## src/rtl/tt_pkg.sv

```systemverilog
package tt_pkg;
  localparam int REG_W = 32;
  localparam int IC_W  = 31;

  localparam logic [7:0] OFF_PRE  = 8'h00;
  localparam logic [7:0] OFF_EVT  = 8'h08;
  localparam logic [7:0] OFF_CTL  = 8'h20;
  localparam logic [7:0] OFF_ISTS = 8'h30;
  localparam logic [7:0] OFF_IEN  = 8'h34;
  localparam logic [7:0] OFF_WSTS = 8'h40;

  // bit 2 interval, bit 1 event counter run, bit 0 prescaler run
  typedef struct packed {
    logic interval;
    logic evt_run;
    logic pre_run;
  } ctl_t;
endpackage

```

## src/rtl/tt_prescaler.sv

```systemverilog
module tt_prescaler #(
  parameter int PRE_W = 32
) (
  input  logic             clk,
  input  logic             rst_n,
  input  logic             run,
  input  logic [PRE_W-1:0] div,
  output logic             tick
);
  logic [PRE_W-1:0] pcnt;

  assign tick = run && (pcnt >= div);

  always_ff @(posedge clk or negedge rst_n) begin
    if (!rst_n)      pcnt <= '0;
    else if (!run)   pcnt <= '0;
    else if (tick)   pcnt <= '0;
    else             pcnt <= pcnt + 1'b1;
  end


  tick_restart_chk: assert property (@(posedge clk) disable iff (!rst_n)
    tick |=> (pcnt == '0));
endmodule

```

## src/rtl/tt_evtcnt.sv

```systemverilog
module tt_evtcnt #(
  parameter int IC_W = 31
) (
  input  logic            clk,
  input  logic            rst_n,
  input  logic            run,
  input  logic            interval,
  input  logic            tick,
  input  logic            load,
  input  logic [IC_W-1:0] load_val,
  input  logic [IC_W-1:0] buf_val,
  output logic            expire
);
  logic [IC_W-1:0] icnt;

  assign expire = run && tick && (icnt <= IC_W'(1));

  always_ff @(posedge clk or negedge rst_n) begin
    if (!rst_n)            icnt <= '0;
    else if (load)         icnt <= load_val;
    else if (!run)         icnt <= buf_val;
    else if (expire)       icnt <= interval ? buf_val : '1;
    else if (tick)         icnt <= icnt - 1'b1;
  end


  reload_chk: assert property (@(posedge clk) disable iff (!rst_n)
    (expire && !load) |=> (icnt == ($past(interval) ? $past(buf_val) : {IC_W{1'b1}})));


  frozen_reload_chk: assert property (@(posedge clk) disable iff (!rst_n)
    (!run && !load) |=> (icnt == $past(buf_val)));
endmodule

```

## src/rtl/tt_unit.sv

```systemverilog
module tt_unit
  import tt_pkg::*;
#(
  parameter int PRE_W = 32
) (
  input  logic             clk,
  input  logic             rst_n,
  input  logic             wr_en,
  input  logic [7:0]       off,
  input  logic [REG_W-1:0] wdata,
  output logic [REG_W-1:0] rdata,
  output logic             irq_o
);
  logic [PRE_W-1:0] pre_buf;
  logic [IC_W-1:0]  evt_buf;
  ctl_t             ctl;
  logic             ists, ien;
  logic [3:0]       wsts;
  logic             tick, expire;

  logic wr_pre, wr_evt, wr_ctl, wr_ists, wr_ien, wr_wsts, evt_upd;
  assign wr_pre  = wr_en && (off == OFF_PRE);
  assign wr_evt  = wr_en && (off == OFF_EVT);
  assign wr_ctl  = wr_en && (off == OFF_CTL);
  assign wr_ists = wr_en && (off == OFF_ISTS);
  assign wr_ien  = wr_en && (off == OFF_IEN);
  assign wr_wsts = wr_en && (off == OFF_WSTS);
  assign evt_upd = wr_evt && wdata[REG_W-1];

  always_ff @(posedge clk or negedge rst_n) begin
    if (!rst_n) begin
      pre_buf <= '0;
      evt_buf <= '0;
      ctl     <= '0;
      ien     <= 1'b0;
    end else begin
      if (wr_pre)  pre_buf <= wdata[PRE_W-1:0];
      if (evt_upd) evt_buf <= wdata[IC_W-1:0];
      if (wr_ctl)  ctl     <= ctl_t'(wdata[2:0]);
      if (wr_ien)  ien     <= wdata[0];
    end
  end

  always_ff @(posedge clk or negedge rst_n) begin
    if (!rst_n) begin
      wsts <= '0;
      ists <= 1'b0;
    end else begin
      wsts[0] <= wr_pre | (wsts[0] & ~(wr_wsts & wdata[0]));
      wsts[1] <= wr_evt | (wsts[1] & ~(wr_wsts & wdata[1]));
      wsts[2] <= 1'b0;
      wsts[3] <= wr_ctl | (wsts[3] & ~(wr_wsts & wdata[3]));
      ists    <= expire | (ists & ~(wr_ists & wdata[0]));
    end
  end

  tt_prescaler #(.PRE_W(PRE_W)) u_pre (
    .clk(clk), .rst_n(rst_n), .run(ctl.pre_run), .div(pre_buf), .tick(tick)
  );

  tt_evtcnt #(.IC_W(IC_W)) u_evt (
    .clk(clk), .rst_n(rst_n), .run(ctl.evt_run), .interval(ctl.interval),
    .tick(tick), .load(evt_upd), .load_val(wdata[IC_W-1:0]),
    .buf_val(evt_buf), .expire(expire)
  );

  assign irq_o = ists & ien;

  always_comb begin
    rdata = '0;
    case (off)
      OFF_PRE:  rdata[PRE_W-1:0] = pre_buf;
      OFF_EVT:  rdata[IC_W-1:0]  = evt_buf;
      OFF_CTL:  rdata[2:0]       = ctl;
      OFF_ISTS: rdata[0]         = ists;
      OFF_IEN:  rdata[0]         = ien;
      OFF_WSTS: rdata[3:0]       = wsts;
      default:  rdata            = '0;
    endcase
  end


  sts_set_chk: assert property (@(posedge clk) disable iff (!rst_n)
    expire |=> ists);


  ctl_ack_chk: assert property (@(posedge clk) disable iff (!rst_n)
    wr_ctl |=> wsts[3]);


  evt_keep_chk: assert property (@(posedge clk) disable iff (!rst_n)
    (wr_evt && !wdata[REG_W-1]) |=> $stable(evt_buf));
endmodule

```

## src/rtl/tick_timer_bank.sv

```systemverilog
module tick_timer_bank
  import tt_pkg::*;
#(
  parameter int              NUM_TIMERS = 2,
  parameter int              ADDR_W     = 16,
  parameter logic [15:0]     BASE_ADDR  = 16'h0300,
  parameter int              PRE_W      = 32
) (
  input  logic                  clk,
  input  logic                  rst_n,
  input  logic                  wr_en,
  input  logic [ADDR_W-1:0]     addr,
  input  logic [31:0]           wdata,
  output logic [31:0]           rdata,
  output logic [NUM_TIMERS-1:0] irq
);
  localparam int WIN_W = ADDR_W - 8;
  localparam logic [WIN_W-1:0] WIN_BASE = WIN_W'(BASE_ADDR >> 8);

  logic [NUM_TIMERS-1:0] sel;
  logic [REG_W-1:0]      unit_rd [NUM_TIMERS];

  for (genvar g = 0; g < NUM_TIMERS; g++) begin : g_tmr
    assign sel[g] = (addr[ADDR_W-1:8] == WIN_BASE + WIN_W'(g));

    tt_unit #(.PRE_W(PRE_W)) u_unit (
      .clk(clk), .rst_n(rst_n), .wr_en(wr_en && sel[g]),
      .off(addr[7:0]), .wdata(wdata), .rdata(unit_rd[g]), .irq_o(irq[g])
    );
  end

  always_comb begin
    rdata = '0;
    for (int k = 0; k < NUM_TIMERS; k++)
      if (sel[k]) rdata = unit_rd[k];
  end


  one_window_chk: assert property (@(posedge clk) disable iff (!rst_n)
    $onehot0(sel));
endmodule

```

## config.mk

```make
export PLATFORM = sky130hd
export DESIGN_NAME = tick_timer_bank
export DESIGN_NICKNAME = d
export VERILOG_FILES = /design/src/rtl/tt_pkg.sv /design/src/rtl/tt_prescaler.sv /design/src/rtl/tt_evtcnt.sv /design/src/rtl/tt_unit.sv /design/src/rtl/tick_timer_bank.sv
export SDC_FILE = /design/constraint.sdc
export NUM_CORES = 1
export LEC_CHECK = 0
export BUFFER_PORTS_ARGS = -buffer_cell sky130_fd_sc_hd__buf_2
export CORE_ASPECT_RATIO = 1.5
export CORE_MARGIN = 1
export CORE_UTILIZATION = 60
export CTS_CLUSTER_SIZE = 28
export DETAILED_ROUTE_END_ITERATION = 10
export PLACE_DENSITY = 0.87
export SYNTH_ARGS = -nofsm -noshare
export SYNTH_HDL_FRONTEND = slang
export SYNTH_SLANG_ARGS = --single-unit
export TNS_END_PERCENT = 5
```

## constraint.sdc

```tcl
create_clock -name clk -period 4.8 [get_ports clk]
set_input_delay 0.24 -clock clk [delete_from_list [all_inputs] [get_ports clk]]
set_output_delay 0.24 -clock clk [all_outputs]
set_load 0.02 [all_outputs]
```

==> metrics.cfg, run 1 <==
[clock_network]
clk_latency_ps=550
htreeDepth=1
post_cts_resized=0
tritoncts=done
cts_inserted_buffers=27
cts-root-buf=clkbuf_16
cts.path.max_buffers=3
clk_pin_slew_ps=70
post_cts_buffers=0
clock_sinks=268

[synth]
ys_seq_area_share_pct=42.4
ys.flop_type=dfrtp_1
synth_edf_count=0
synth_area_um2=15800
ys_ff_latch=268
syn_area_per_cell_um2=8.81
yosysUniqueCellTypes=74
synth_fp_nets=1916
yosysWarnings=0
syn_inst=1795
synthArstFlopShare_pct=100

[drt]
drt_iter0_markers=1469
ant_nets=0
wl_per_cell_um=21.3
drc=0
drt_wl_total_mm=47.0
viasPerCell=6.54
vias=14400
dr.pass1.iters=6

[pwr]
powerDensity_nw_per_um2=263
p_seq_share_pct=49.0
total_power_uw=4610
switchingPower_uw=1040
swShare_pct=22.6
p_leak_uw=0.00799
p_int_uw=3570
clkPwrFrac_pct=48.1
irDropWorstVdd_mv=0.277
power_frac_comb_pct=2.9

[placed_design]
dpl_cell_area_um2=16500
routabilityCongestion=0.970
dpl.cell_count=2137
dp_hpwl_mm=33.2
port_buffers=84

[timing]
skew_ps=10.9
max_slew_margin_pct=21.0
finalCritPeriodShare_pct=82.4
rsz0062_at_grt=false
max_freq_ghz=0.253
hold_viol=0
tns_ps=0
slew_violations=0
setup_viol=0
worstMarginPinSlew_ps=1180
post-route-min-period_ps=3960

[grt]
grt_antenna_before_repair=1
grt_max_degree=111
grt.overflow.total=0
grt_pass1_vias=14500
grt_pass1_wl_mm=75.0
grtUsageTotal_pct=35.4

[setup_path]
required_ps=5230
reg2reg_to=g_tmr[1].u_unit.u_evt.icnt[24]
crit_fanout=23
reg2reg_from=g_tmr[1].u_unit.u_pre.pcnt[0]
rrSetupSlack_ps=840
crit_path_end_kind=flip-flop
worstSetupPathType=flip-flop to flip-flop
start_kind=flip-flop
reg2reg_depth=10
cp_data_arrival_time_ps=4380

[final_layout]
final_common_cell=nand2_1
stdcell_count=2204
area_delta_synth_final_pct=11.0
fin_area_um2=17600
nFillCells=1993
layout-drive-gt1-share_pct=11.8
final_cell_mix=306 x nand2_1, 268 x dfrtp_1, 150 x nor2_1
nets=1972
antennaDiodeCount=0

[floorplan]
die_h_um=201
die_w_um=135
initial_core_util_pct=61.2
die_area_um2=27000
num_rows=72
ios=85
core_um2=25900

[worst_hold_path]
hold_class=input pin to flip-flop
hp-start=wdata[4]
hold_depth=3
hold_end=g_tmr[1].u_unit.pre_buf[4]

[status]
status=complete, no violations

[run]
maxCapViolCount=0

-- per-layer routing --
metal  vias up  GRT usage, %  wire length (um)
li1       6478             -                 -
met2       705          60.0             23400
met5         -             0                 0
met4         0          22.6              3290
met3       209          4.70              3460
met1      7018          42.1             16900
-- critical path: stages (launching register included) --
cell and delay [ps]:
dfrtp_1 400, inv_1 60, ha_1 270, nand2b_1 140
a2111oi_0 940, o32ai_1 290, o21a_1 290, o2111ai_4 580
nand2_1 460, o221ai_1 300, nand3_1 100
-- worst max-delay path by stage --
stage                                  start                        endpoint  slack, ps  cells past startpoint
3_5_place_dp   g_tmr[1].u_unit.u_pre.pcnt[0]  g_tmr[1].u_unit.u_evt.icnt[24]        930                     10
2_1_floorplan  g_tmr[0].u_unit.u_pre.pcnt[0]  g_tmr[0].u_unit.u_evt.icnt[30]       2180                     11
4_1_cts        g_tmr[1].u_unit.u_pre.pcnt[0]  g_tmr[1].u_unit.u_evt.icnt[24]        920                     10
3_3_place_gp   g_tmr[1].u_unit.u_pre.pcnt[0]  g_tmr[1].u_unit.u_evt.icnt[24]        970                     10
6_report       g_tmr[1].u_unit.u_pre.pcnt[0]  g_tmr[1].u_unit.u_evt.icnt[24]        840                     10
5_1_grt        g_tmr[1].u_unit.u_pre.pcnt[0]  g_tmr[1].u_unit.u_evt.icnt[24]        760                     10
-- layout make-up --
type	instances	area [um^2]	share of cell area [%]
multi-input combinational	1334	8360	47.6
sequential	268	6710	38.2
clock buffer	37	803	4.57
timing repair buffer	124	788	4.49
tap	333	417	2.37
inverter	96	360	2.05
clock inverter	12	121	0.691
-- repair_timing --
| item | in CTS | in global routing |
|---|---|---|
| hold buffers | 17 | 1 |
| setup endpoints to repair | 0 | 0 |
| endpoints found under the hold margin | 135 | 1 |
-- state kept, by name (all words and copies together), names as in the netlist --
name                     cells
g_tmr.u_unit.ists            2
g_tmr.u_unit.pre_buf        64
g_tmr.u_unit.wsts            6
g_tmr.u_unit.u_pre.pcnt     64
g_tmr.u_unit.ctl             6
g_tmr.u_unit.u_evt.icnt     62
g_tmr.u_unit.ien             2
g_tmr.u_unit.evt_buf        62
-- Yosys cell counts (all sizes together) (14+ instances only) --
| cell | number | area, um^2 |
|---|---|---|
| xnor2 | 35 | 307 |
| ha | 70 | 876 |
| xor2 | 70 | 613 |
| buf | 18 | 119 |
| a31oi | 26 | 163 |
| o211ai | 33 | 258 |
| mux2i | 14 | 140 |
| and3 | 15 | 93.8 |
| nor2 | 152 | 578 |
| nand4 | 32 | 200 |
| o22ai | 52 | 325 |
| inv | 95 | 357 |
| a22oi | 67 | 503 |
| a21oi | 45 | 225 |
| dfrtp | 268 | 6710 |
| or3 | 21 | 136 |
| nor4 | 18 | 140 |
| nor3 | 26 | 146 |
| nand3 | 34 | 170 |
| o21ai | 131 | 678 |
| nand2 | 307 | 1160 |
| clkbuf | 79 | 297 |
| mux2 | 40 | 450 |
-- logic make-up (layout without fill, tap and decap cells) --
logic type                 count (synthesis)  after routing  share of synthesized area, %
muxes                                     54             54                          3.73
adders and majority gates                 70             70                          5.54
AOI/OAI and AO/OA                        429            429                          17.8
and+or+nand+nor                          676            676                          19.8
DFF                                      268            268                          42.4
buffers and inverters                    193            269                          4.90
xor gates and xnor gates                 105            105                          5.81
-- power groups by stage --
stage          registers, uW  logic, uW  clock network, uW
3_3_place_gp            2300        120                  0
6_report                2260        135               2220
2_1_floorplan           2300       14.6                  0
3_5_place_dp            2300        121                  0
5_1_grt                 2260        145               2300
4_1_cts                 2260        132               2230
-- per-stage QoR --
stage               hold slack, ps  utilization (%)  worst slack, ps
floorplan                    -55.6                -             2180
global placement               352             63.6              975
detailed placement             341             63.6              925
CTS                           2.43             67.9              921
global route                  13.0             67.9              756
finish                        19.6             67.9              845
(Power assumes the default switching activity.)
==> inputs of run 2 (changes only) <==
- CORE_UTILIZATION: 60 -> 56
- PLACE_DENSITY: 0.87 -> 0.86
- clock period: 4.8 -> 3.2 ns (I/O delays scaled with it)
==> run 2 against run 1 <==
Clock power is 48% higher. Die area is 7.1% higher. Final cell count is 2.8% higher. Combinational power is 68% higher. Sequential share of layout area is 1.0 points lower. Routed wire length is 5.2% higher. Sequential power is 50% higher. Critical path depth is 2 lower. Global-route usage is 0.86 points lower. Core utilization is 3.1 points lower.
==> metrics.cfg, run 2 (synthesized netlist as in run 1, its figures left out) <==
[setup_path]
worstSetupPathType=flip-flop to flip-flop
crit_fanout=40
cp_data_arrival_time_ps=3450
crit_path_end_kind=flip-flop
required_ps=3670
reg2reg_depth=8
start_kind=flip-flop
rrSetupSlack_ps=220

[drt]
drt_wl_total_mm=49.4
ant_nets=0
drt_iter0_markers=1435
dr.pass1.iters=6
drc=0
wl_per_cell_um=21.8
viasPerCell=6.47
vias=14600

[floorplan]
die_h_um=208
initial_core_util_pct=56.8
die_w_um=139
ios=85
num_rows=75
core_um2=27900
die_area_um2=28900

[clock_network]
clk_pin_slew_ps=60
cts-root-buf=clkbuf_16
cts.path.max_buffers=3
clock_sinks=268
htreeDepth=1
clk_latency_ps=560
cts_inserted_buffers=26
tritoncts=done

[grt]
grtUsageTotal_pct=34.5
grt_antenna_before_repair=1
grt.overflow.total=0
grt_max_degree=95
grt_pass1_vias=15000
grt_pass1_wl_mm=78.4

[timing]
hold_viol=0
max_slew_margin_pct=28.3
tns_ps=0
post-route-min-period_ps=2980
finalCritPeriodShare_pct=93.0
max_freq_ghz=0.336
slew_violations=0
skew_ps=20.1
setup_viol=0
worstMarginPinSlew_ps=1070
rsz0062_at_grt=false

[pwr]
switchingPower_uw=1510
power_frac_comb_pct=3.3
p_seq_share_pct=49.1
p_leak_uw=0.00823
total_power_uw=6910
powerDensity_nw_per_um2=382
p_int_uw=5400
swShare_pct=21.8
clkPwrFrac_pct=47.6
irDropWorstVdd_mv=0.484

[final_layout]
stdcell_count=2265
nFillCells=2199
layout-drive-gt1-share_pct=12.8
utilization_pct=64.8
area_delta_synth_final_pct=14.1
seqCellArea_um2=6710
final_common_cell=nand2_1
nets=2021
fin_area_um2=18100
final_cell_mix=305 x nand2_1, 268 x dfrtp_1, 150 x nor2_1
multiInputGateArea_um2=8370
top_regs=g_tmr.u_unit.pre_buf: 64 flops, g_tmr.u_unit.u_pre.pcnt: 64 flops
antennaDiodeCount=0

[placed_design]
dp_hpwl_mm=35.1
dpl_cell_area_um2=16800
routabilityCongestion=0.982
port_buffers=84
dpl.cell_count=2182

[worst_hold_path]
hold_depth=4
hold_class=input pin to flip-flop

[run]
maxCapViolCount=0

[status]
status=complete, no violations

run 2: worst max-delay path, cell delays in order, from the launching register on:
cell	delay, ps
dfrtp_1	430
or4_1	570
or4_1	530
and4b_1	320
buf_4	430
nor2_1	90
o21ai_0	240
o211ai_1	130
o21ai_0	110
run 2: path summary, 6_finish.rpt:
kind                                                 from                             end
hold reg to reg             g_tmr[0].u_unit.u_pre.pcnt[0]   g_tmr[0].u_unit.u_pre.pcnt[0]
setup reg to reg           g_tmr[0].u_unit.u_evt.icnt[25]  g_tmr[0].u_unit.u_evt.icnt[24]
max in group asynchronous                           rst_n   g_tmr[0].u_unit.u_pre.pcnt[4]
setup / recovery           g_tmr[0].u_unit.u_evt.icnt[25]  g_tmr[0].u_unit.u_evt.icnt[24]
min in group asynchronous                           rst_n  g_tmr[0].u_unit.u_pre.pcnt[25]
hold / removal                                      wr_en         g_tmr[0].u_unit.wsts[1]
run 2: timing repair:
item                       in CTS  in global routing
resized for setup               0                  1
buffers inserted                0                  3
hold endpoints to repair      241                  0
setup endpoints to repair       0                 13
hold buffers                   33                  0
run 2: power groups by stage:
stage,Clock (uW),Combinational (uW),Sequential [uW]
after detailed placement,0,191,3450
after global routing,3440,243,3390
after CTS,3330,222,3390
final,3290,227,3390
after global placement,0,189,3450
after floorplan,0,21.9,3450
run 2: final cells by class:
class,count,share of cell area [%]
multi-input combinational,1334,46.3
sequential,268,37.1
timing repair buffer,174,7.14
clock buffer,40,4.17
tap,346,2.40
inverter,96,2.00
clock inverter,7,0.811
run 2: layer usage:
metal	part of all wire [%]	GRT usage [%]	wire, um	up-vias
met5	0.026	0	13	-
met4	8.5	28.3	4190	2
met3	7.0	5.49	3450	270
met2	49	57.3	24100	699
met1	36	39.3	17600	7104
li1	-	-	-	6574
run 2: metrics by stage:
step | worst slack (ps) | hold WS [ps]
3_3_place_gp | 65.1 | 224
4_1_cts | 65.9 | 63.5
3_5_place_dp | 91.7 | 226
2_1_floorplan | 583 | -136
6_report | 225 | 90.5
5_1_grt | 60.6 | 92.2
